`src/rtl/pmu_pkg.sv`:
```
package pmu_pkg;
  localparam int AW = 7;
  localparam logic [AW-1:0] A_CTRL    = 7'h00;
  localparam logic [AW-1:0] A_CEN     = 7'h01;
  localparam logic [AW-1:0] A_OVF     = 7'h02;
  localparam logic [AW-1:0] A_INTEN   = 7'h03;
  localparam logic [AW-1:0] A_SWINC   = 7'h04;
  localparam logic [AW-1:0] A_CEID    = 7'h05;
  localparam logic [AW-1:0] A_WIDE    = 7'h06;
  localparam logic [AW-1:0] A_CYC     = 7'h07;
  localparam logic [AW-1:0] A_CYC32   = 7'h08;
  localparam logic [AW-1:0] A_CYCTYPE = 7'h09;
  localparam logic [AW-1:0] A_VAL     = 7'h10;
  localparam logic [AW-1:0] A_LO      = 7'h30;
  localparam logic [AW-1:0] A_TYPE    = 7'h50;
  localparam logic [7:0] EV_SOFT  = 8'h00;
  localparam logic [7:0] EV_CYCLE = 8'h11;
  localparam int CW = 64;
endpackage

```
`src/rtl/pmu_prescale.sv`:
```
module pmu_prescale (
  input  logic       clk,
  input  logic       rst_n,
  input  logic       div_en,
  input  logic       div_toggle,
  input  logic       tick,
  output logic       step,
  output logic [5:0] rem
);
  logic [5:0] rem_q;

  assign step = div_en ? (tick & (&rem_q)) : tick;
  assign rem  = rem_q;

  always_ff @(posedge clk) begin
    if (!rst_n)               rem_q <= '0;
    else if (div_toggle)      rem_q <= '0;
    else if (div_en && tick)  rem_q <= rem_q + 6'd1;
  end
endmodule

```
`src/rtl/pmu_evt_sel.sv`:
```
module pmu_evt_sel #(
  parameter int NUM_SRC = 4,
  parameter int DW = 4,
  parameter int SUMW = 7,
  parameter logic [NUM_SRC*8-1:0] SRC_EVT = 32'h40080806
) (
  input  logic [7:0]          evt_id,
  input  logic [NUM_SRC*DW-1:0] src_delta,
  input  logic                cyc_tick,
  input  logic                sw_bit,
  output logic [SUMW-1:0]     delta
);
  import pmu_pkg::*;

  always_comb begin
    delta = '0;
    for (int s = 0; s < NUM_SRC; s++) begin
      if (SRC_EVT[s*8 +: 8] == evt_id)
        delta = delta + SUMW'(src_delta[s*DW +: DW]);
    end
    if (evt_id == EV_CYCLE) delta = delta + SUMW'(cyc_tick);
    if (evt_id == EV_SOFT)  delta = delta + SUMW'(sw_bit);
  end
endmodule

```
`src/rtl/pmu_ctr.sv`:
```
module pmu_ctr #(
  parameter int DLW = 7
) (
  input  logic                  clk,
  input  logic                  rst_n,
  input  logic                  count_en,
  input  logic [DLW-1:0]        delta,
  input  logic                  wide,
  input  logic                  wr_en,
  input  logic [pmu_pkg::CW-1:0] wr_val,
  input  logic                  clr,
  output logic [pmu_pkg::CW-1:0] value,
  output logic                  ovf_set
);
  import pmu_pkg::*;

  logic [CW-1:0] val_q;
  logic          skip_q;
  logic [CW-1:0] room;
  logic [CW-1:0] dext;
  logic          act;

  assign dext  = {{(CW-DLW){1'b0}}, delta};
  assign room  = wide ? ~val_q : {32'h0, ~val_q[31:0]};
  assign act   = count_en && (delta != '0);
  assign ovf_set = act && !skip_q && !wr_en && !clr && (dext > room);
  assign value = val_q;

  always_ff @(posedge clk) begin
    if (!rst_n) begin
      val_q  <= '0;
      skip_q <= 1'b0;
    end else if (wr_en) begin
      val_q  <= wr_val;
      skip_q <= 1'b1;
    end else if (clr) begin
      val_q  <= '0;
    end else if (act) begin
      if (skip_q) skip_q <= 1'b0;
      else        val_q  <= val_q + dext;
    end
  end
endmodule

```
`src/rtl/pmu_top.sv`:
```
module pmu_top #(
  parameter int NUM_CTR = 4,
  parameter int NUM_SRC = 4,
  parameter int DW = 4,
  parameter logic [NUM_SRC*8-1:0] SRC_EVT = 32'h40080806
) (
  input  logic                    clk,
  input  logic                    rst_n,
  input  logic [NUM_SRC*DW-1:0]   ev_delta,
  input  logic                    cyc_tick,
  input  logic [NUM_CTR:0]        ev_filtered,
  input  logic                    reg_we,
  input  logic [6:0]              reg_addr,
  input  logic [63:0]             reg_wdata,
  output logic [63:0]             reg_rdata,
  output logic                    irq
);
  import pmu_pkg::*;

  localparam int NB   = NUM_CTR + 1;
  localparam int SUMW = DW + $clog2(NUM_SRC + 2);

  if (NUM_CTR > 31 || NUM_CTR < 1) begin : g_bad_cfg
    $error("pmu_top: NUM_CTR must lie in 1..31");
  end

  function automatic logic [31:0] ceid_calc();
    logic [31:0] m;
    m = 32'h0;
    m[EV_SOFT[4:0]]  = 1'b1;
    m[EV_CYCLE[4:0]] = 1'b1;
    for (int s = 0; s < NUM_SRC; s++)
      if (SRC_EVT[s*8 +: 8] < 8'h20) m[SRC_EVT[s*8 +: 5]] = 1'b1;
    return m;
  endfunction
  localparam logic [31:0] CEID = ceid_calc();

  logic          gen_q, div_q;
  logic [NB-1:0] cen_q, inten_q, ovf_q, wide_q;
  logic [7:0]    etype_q [NUM_CTR];
  logic [CW-1:0] val [NB];
  logic [NB-1:0] ovf_set;
  logic [NB-1:0] cnt_en;
  logic [5:0]    rem;
  logic          cyc_step;

  logic wr_ctrl, wr_cen, wr_ovf, wr_inten, wr_swinc, wr_wide, wr_cyc;
  assign wr_ctrl  = reg_we && reg_addr == A_CTRL;
  assign wr_cen   = reg_we && reg_addr == A_CEN;
  assign wr_ovf   = reg_we && reg_addr == A_OVF;
  assign wr_inten = reg_we && reg_addr == A_INTEN;
  assign wr_swinc = reg_we && reg_addr == A_SWINC;
  assign wr_wide  = reg_we && reg_addr == A_WIDE;
  assign wr_cyc   = reg_we && reg_addr == A_CYC;

  assign cnt_en = {NB{gen_q}} & cen_q & ~ev_filtered;

  pmu_prescale u_pre (
    .clk       (clk),
    .rst_n     (rst_n),
    .div_en    (div_q),
    .div_toggle(wr_ctrl && (reg_wdata[2] != div_q)),
    .tick      (cyc_tick & cnt_en[NUM_CTR]),
    .step      (cyc_step),
    .rem       (rem)
  );

  for (genvar i = 0; i < NUM_CTR; i++) begin : g_ctr
    localparam logic [6:0] VA = A_VAL  + 7'(i);
    localparam logic [6:0] TA = A_TYPE + 7'(i);
    logic [SUMW-1:0] dl;
    logic            tw;

    assign tw = reg_we && reg_addr == TA;

    pmu_evt_sel #(.NUM_SRC(NUM_SRC), .DW(DW), .SUMW(SUMW), .SRC_EVT(SRC_EVT)) u_sel (
      .evt_id   (etype_q[i]),
      .src_delta(ev_delta),
      .cyc_tick (cyc_tick),
      .sw_bit   (wr_swinc & reg_wdata[i]),
      .delta    (dl)
    );

    pmu_ctr #(.DLW(SUMW)) u_ctr (
      .clk     (clk),
      .rst_n   (rst_n),
      .count_en(cnt_en[i]),
      .delta   (dl),
      .wide    (wide_q[i]),
      .wr_en   (reg_we && reg_addr == VA),
      .wr_val  (reg_wdata),
      .clr     (tw && (reg_wdata[7:0] != etype_q[i])),
      .value   (val[i]),
      .ovf_set (ovf_set[i])
    );

    always_ff @(posedge clk) begin
      if (!rst_n)  etype_q[i] <= 8'h0;
      else if (tw) etype_q[i] <= reg_wdata[7:0];
    end
  end

  pmu_ctr #(.DLW(1)) u_cyc (
    .clk     (clk),
    .rst_n   (rst_n),
    .count_en(cnt_en[NUM_CTR]),
    .delta   (cyc_step),
    .wide    (wide_q[NUM_CTR]),
    .wr_en   (wr_cyc || (wr_ctrl && reg_wdata[1])),
    .wr_val  (wr_cyc ? reg_wdata : 64'h0),
    .clr     (1'b0),
    .value   (val[NUM_CTR]),
    .ovf_set (ovf_set[NUM_CTR])
  );

  always_ff @(posedge clk) begin
    if (!rst_n) begin
      gen_q   <= 1'b0;
      div_q   <= 1'b0;
      cen_q   <= '0;
      inten_q <= '0;
      ovf_q   <= '0;
      wide_q  <= '0;
    end else begin
      if (wr_ctrl) begin
        gen_q <= reg_wdata[0];
        div_q <= reg_wdata[2];
      end
      if (wr_cen)   cen_q   <= reg_wdata[NB-1:0];
      if (wr_inten) inten_q <= reg_wdata[NB-1:0];
      if (wr_wide)  wide_q  <= reg_wdata[NB-1:0];
      ovf_q <= (ovf_q & ~(wr_ovf ? reg_wdata[NB-1:0] : '0)) | ovf_set;
    end
  end

  assign irq = |(ovf_q & inten_q);

  always_comb begin
    reg_rdata = 64'h0;
    case (reg_addr)
      A_CTRL:    reg_rdata = {61'h0, div_q, 1'b0, gen_q};
      A_CEN:     reg_rdata = 64'(cen_q);
      A_OVF:     reg_rdata = 64'(ovf_q);
      A_INTEN:   reg_rdata = 64'(inten_q);
      A_WIDE:    reg_rdata = 64'(wide_q);
      A_CEID:    reg_rdata = {32'h0, CEID};
      A_CYC:     reg_rdata = val[NUM_CTR];
      A_CYC32:   reg_rdata = {32'h0, val[NUM_CTR][31:0]};
      A_CYCTYPE: reg_rdata = {56'h0, EV_CYCLE};
      default: begin
        for (int i = 0; i < NUM_CTR; i++) begin
          if (reg_addr == A_VAL + 7'(i))  reg_rdata = val[i];
          if (reg_addr == A_LO + 7'(i))   reg_rdata = {32'h0, val[i][31:0]};
          if (reg_addr == A_TYPE + 7'(i)) reg_rdata = {56'h0, etype_q[i]};
        end
      end
    endcase
  end
endmodule

```
`config.mk`:
```
export PLATFORM = sky130hd
export DESIGN_NAME = pmu_top
export DESIGN_NICKNAME = d
export VERILOG_FILES = /design/src/rtl/pmu_pkg.sv /design/src/rtl/pmu_prescale.sv /design/src/rtl/pmu_evt_sel.sv /design/src/rtl/pmu_ctr.sv /design/src/rtl/pmu_top.sv
export SDC_FILE = /design/constraint.sdc
export NUM_CORES = 2
export LEC_CHECK = 0
export BUFFER_PORTS_ARGS = -buffer_cell sky130_fd_sc_hd__buf_2
export CELL_PAD_IN_SITES_DETAIL_PLACEMENT = 2
export CELL_PAD_IN_SITES_GLOBAL_PLACEMENT = 2
export CORE_UTILIZATION = 40
export DETAILED_ROUTE_END_ITERATION = 6
export GPL_TIMING_DRIVEN = 0
export MAX_ROUTING_LAYER = met4
export PLACE_DENSITY = 0.9
export SLEW_MARGIN = 10
export SYNTH_ARGS = -nofsm -noshare
export SYNTH_HDL_FRONTEND = slang
export SYNTH_HIERARCHICAL = 1
export SYNTH_SLANG_ARGS = --single-unit
```
`constraint.sdc`:
```
create_clock -name clk -period 18.4 [get_ports clk]
set_input_delay 0 -clock clk [delete_from_list [all_inputs] [get_ports clk]]
set_output_delay 0 -clock clk [all_outputs]
set_load 0.02 [all_outputs]
```
==> impl_results.md, run 1 <==
* Status: stopped before the end
* Stopped at: global routing (5_1_grt)
* Err: [ERROR GRT-0232] Routing congestion too high. Check the congestion heatmap in the GUI.
* Predominant post-synthesis flop cell: dfxtp_1
* Io pins at 161
* Placed cell areas at 33600 um^2
* Yosys warning total at 6
* Total congestion overflow at 23
* EDFF count, synth at 32
* Chip height at 282 um
* Root Driver: clkbuf_16
* Starting Density at 40.6%
* Std-Cell Rows at 102
* Netlist cell types at 112
* Synthesized flop and latch total at 385
* Register area share after synthesis at 25.5%
* Synth area leaders: dfxtp_1 22%, nand2_1 7.1%, o21ai_0 4.7%
* # port buffers at 159
* Cts repair resizes at 0
* Pre-CTS WS at 9.67 ns
* CTS H-tree depth at 2
* Clock Path Buffers at 3
* Num CTS Buffers at 51
* Initial antenna violation count at 70
* Die X at 282 um
* Global placement routability congestion at 1.08
* Synth top area share at 22.5%
* Largest net degree at the start of global routing at 39
* Tot GR Track Use at 78.5%
* Syn_area_per_cell at 7.52 um^2
* Synth async-reset ratio at 0%
* Clock sink count at 385
* Area leader, netlist: dfxtp_1
* Syn Inst Count at 4186
* DP HPWL at 162000 um
* Post-Syn Area at 31500 um^2
-- Yosys cell counts, drive strengths merged, types with 10 or more instances --
cell	number
a31o	23
a21o	38
and4	27
nor2	219
xor2	64
a211oi	46
buf	73
a22o	11
edfxtp	32
or3	24
nand3	204
a222oi	25
a21boi	19
o22ai	13
clkbuf	178
nand3b	23
and3	151
a21oi	280
nand2	595
nand2b	26
nor3b	16
o41ai	16
nor2b	24
o221ai	12
fa	16
or4	14
or2	15
a221oi	30
o21a	24
nand4	173
inv	99
nor4	173
nor3	153
xnor2	142
nor4b	10
and2	86
a31oi	38
o21ai	309
ha	108
mux2i	30
o31ai	12
dfxtp	353
o211ai	34
a22oi	107
-- timing repair --
action,4_1_cts
hold buffers,67
endpoints found under the setup margin,0
buffers inserted,0
hold endpoints to repair,271
-- kinds of logic after synthesis --
family / share of synthesized area (%)
flip-flops: 25.5
adder cells (fa/ha/maj): 5.31
multiplexers: 1.10
AND/OR/NAND/NOR: 33.8
other: 0.0596
buffers and inverters: 4.61
XOR/XNOR: 5.73
AO/OA/AOI/OAI: 23.8
-- metrics by stage --
step / util [%] / std cells
after floorplan: - / 4189
after global placement: 43.3 / 5388
after detailed placement: 43.3 / 5388
after CTS: 46.5 / 5549
-- metal layers --
layer | track usage [%] | overflow
met5 | - | -
met4 | 72.4 | 6
met3 | 63.0 | 3
met2 | 90.6 | 11
met1 | 80.5 | 3
==> inputs of run 2 (changes only) <==
--- a/config.mk
+++ b/config.mk
@@ -6,13 +6,10 @@
 export NUM_CORES = 2
 export LEC_CHECK = 0
 export BUFFER_PORTS_ARGS = -buffer_cell sky130_fd_sc_hd__buf_2
-export CELL_PAD_IN_SITES_DETAIL_PLACEMENT = 2
-export CELL_PAD_IN_SITES_GLOBAL_PLACEMENT = 2
 export CORE_UTILIZATION = 40
 export DETAILED_ROUTE_END_ITERATION = 6
 export GPL_TIMING_DRIVEN = 0
-export MAX_ROUTING_LAYER = met4
-export PLACE_DENSITY = 0.9
+export PLACE_DENSITY_LB_ADDON = 0.15
 export SLEW_MARGIN = 10
 export SYNTH_ARGS = -nofsm -noshare
 export SYNTH_HDL_FRONTEND = slang
==> impl_results.md, run 2 <==
* Most frequent cell after synthesis: nand2_1
* Hold_buf cts at 71 (+6.0%)
* FMAX at 122 MHz
* Reg2reg end: g_ctr[3].u_ctr/value[2]
* Worst vdd ir at 70.7 uV
* # Max-Cap Violations at 0
* Setup TNS at 0 ns
* Post-Syn Area at 31500 um^2 (unchanged)
* Status: finished, violations left
* First-pass GRT wire length at 249000 um
* CP Class: flop to flop
* Drt first pass iters at 7
* Fin. Hold Viols at 0
* Worst Path Required at 18.91 ns
* Vias per cell at 6.67
* Synth async-reset ratio at 0% (unchanged)
* Area growth syn-to-layout at 14.3%
* Clock Skew at 0.0308 ns
* Core area at 77600 um^2
* Total Wirelength at 179000 um
* Post-layout min period at 8.19 ns
* Die area at 79800 um^2
* Min-delay worst type: primary input to flop
* Area of the multi-input gates at 22000 um^2
* P_int at 1.50 mW
* Layout cells sized above 1 at 11.1%
* Worst skew pair latency at 0.63 ns
* Largest net degree at the start of global routing at 39
* Register Area at 8030 um^2
* Commonest non-fill, non-tap cell in the layout: nand2_1
* Io pins at 161 (unchanged)
* Slew @ Worst Pin at 1.30 ns
* Power per standard cell area at 57.8 nW/um^2
* Failing checks: design-rule violations
* Crit. End Element: flop
* Crit-path max cell delay at 0.84 ns
* # fillers at 8218
* Arrival @ worst endpoint at 8.70 ns
* Comb pwr share at 8.6%
* Sw Pwr at 579 uW
* Syn_area_per_cell at 7.52 um^2 (unchanged)
* Flip-flop count of the largest register after layout at 256
* Yosys warning total at 6 (unchanged)
* # nets final at 4692
* Die X at 282 um (unchanged)
* Power share of the sequential group at 41.6%
* Vias at 37100
* Vias in the first global route at 33600
* Worst Hold Launch: rst_n
* Hold EP: g_ctr[1].u_ctr/value[14]
* RSZ-0062 raised after global routing: no
* Synthesized flop and latch total at 385 (unchanged)
* Global placement routability congestion at 1.04 (-3.7%)
* CTS H-tree depth at 2 (unchanged)
* Final setup viols at 0
* CP max FO at 10
* CTS tree: yes
* Commonest cells after routing, fill and taps aside: 592 x nand2_1, 353 x dfxtp_1, 296 x o21ai_0, 268 x a21oi_1, 214 x nor2_1
* Reg2reg path depth at 30
* Cells on Worst Hold Path at 3
* Reg clk slew, reported paths at 0.06 ns
* Final hold slack at 0.0742 ns
* Total congestion overflow at 0
* RR Startpoint: etype_q[3][0]
* Number of post-CTS setup repair buffers at 0 (unchanged)
* Starting Density at 40.6% (unchanged)
* DRC viols at 8
* 1st-iter DRT viols at 5390
* Slew margin rel. at 13.0%
* Slew Viols, Final at 0
* Synth top area share at 22.5% (unchanged)
* Std-Cell Rows at 102 (unchanged)
* Crit path max-delay cell type: clkbuf_1
* Register area share after synthesis at 25.5% (unchanged)
* Clock power frac at 49.8%
* Switching Fraction at 27.9%
* # port buffers at 159 (unchanged)
* DP HPWL at 143000 um (-12%)
* Chip height at 282 um (unchanged)
* Num CTS Buffers at 51 (unchanged)
* Clock sink count at 385 (unchanged)
* R2r setup slk at 10.21 ns
* Clock Path Buffers at 3 (unchanged)
* Leakage at 12.7 nW
* Area leader, netlist: dfxtp_1
* Predominant post-synthesis flop cell: dfxtp_1
* Initial antenna violation count at 6
* Tot GR Track Use at 43.7%
* Syn Inst Count at 4186 (unchanged)
* Netlist cell types at 112 (unchanged)
* Routed Antenna Nets at 0
* Tcrit/Tclk final at 44.5%
* Synth area leaders: dfxtp_1 22%, nand2_1 7.1%, o21ai_0 4.7%
* Root Driver: clkbuf_16
* EDFF count, synth at 32 (unchanged)
* Cts repair resizes at 0 (unchanged)
* CP Launch Type: flop
* Post-DR wirelength/cell at 32.3 um
* Commonest cells post-synth: 592 x nand2_1, 353 x dfxtp_1, 296 x o21ai_0
run 2: cell counts after synthesis:
No cell type changed its count.
run 2: worst max path at each step:
stage / startpoint / to / slack, ns / depth (start not counted)
2_1_floorplan: etype_q[3][4] / g_ctr[3].u_ctr/value[18] / 11.50 / 31
3_3_place_gp: etype_q[3][0] / g_ctr[3].u_ctr/value[18] / 10.38 / 31
3_5_place_dp: etype_q[3][0] / g_ctr[3].u_ctr/value[18] / 10.40 / 31
4_1_cts: etype_q[3][0] / g_ctr[3].u_ctr/value[18] / 10.34 / 31
5_1_grt: etype_q[3][0] / g_ctr[3].u_ctr/value[41] / 9.79 / 31
6_report: etype_q[3][0] / g_ctr[3].u_ctr/value[2] / 10.21 / 30
run 2: final cells by class:
cell class / instances / share of cell area, %
Clock inverter: 22 / 0.616
Clock buffer: 71 / 4.01
Inverter: 99 / 1.03
Antenna cell: 1 / 0.00696
Tap cell: 1040 / 3.62
Buffer: 251 / 3.00
Timing Repair Buffer: 230 / 4.20
Sequential cell: 385 / 22.3
Multi-Input combinational cell: 3454 / 61.2
run 2: layer usage:
metal  track usage [%]  part of all wire, %  vias to the layer above
met5                 0                    0                        -
met4              31.1                  8.3                        0
met3              7.68                  9.9                      522
met2              63.9                   41                     2346
met1              57.8                   40                    17900
li1                  -                    -                    16300
run 2: logic make-up (layout without fill, tap and decap cells):
logic type / after synthesis / count (layout) / share of synthesized area, %
DFF: 385 / 385 / 25.5
and+or+nand+nor: 1956 / 1956 / 33.8
other: 5 / 9 / 0.0596
AOI/OAI and AO/OA: 1127 / 1127 / 23.8
adders and majority gates: 124 / 124 / 5.31
buffers and inverters: 350 / 673 / 4.61
xor gates and xnor gates: 206 / 206 / 5.73
muxes: 33 / 33 / 1.10
run 2: critical path: cells and delay by family, from the launching register on:
family,cells,cell delay (ns)
buffers and inverters,6,1.96
adders and majority gates,6,1.84
and+or+nand+nor,10,1.62
AOI/OAI and AO/OA,8,2.16
DFF,1,0.50
run 2: power groups by stage:
stage	registers, mW	logic (mW)	clock network, mW
2_1_floorplan	0.876	0.0702	0
3_3_place_gp	0.882	0.160	0
3_5_place_dp	0.882	0.160	0
4_1_cts	0.864	0.172	1.04
5_1_grt	0.865	0.183	1.07
6_report	0.864	0.179	1.04
run 2: through the flow:
step                      std cells  power [mW]  setup slack, ns  area, um^2  utilization, %
final                          5553        2.08            10.21       36000            46.4
after global routing           5552        2.12             9.79       36000            46.4
after CTS                      5552        2.08            10.34       36000            46.3
after detailed placement       5388        1.04            10.40       33600            43.3
after global placement         5388        1.04            10.38       33600            43.3
after floorplan                4189       0.947            11.50       31500               -
(Power assumes the default switching activity.)
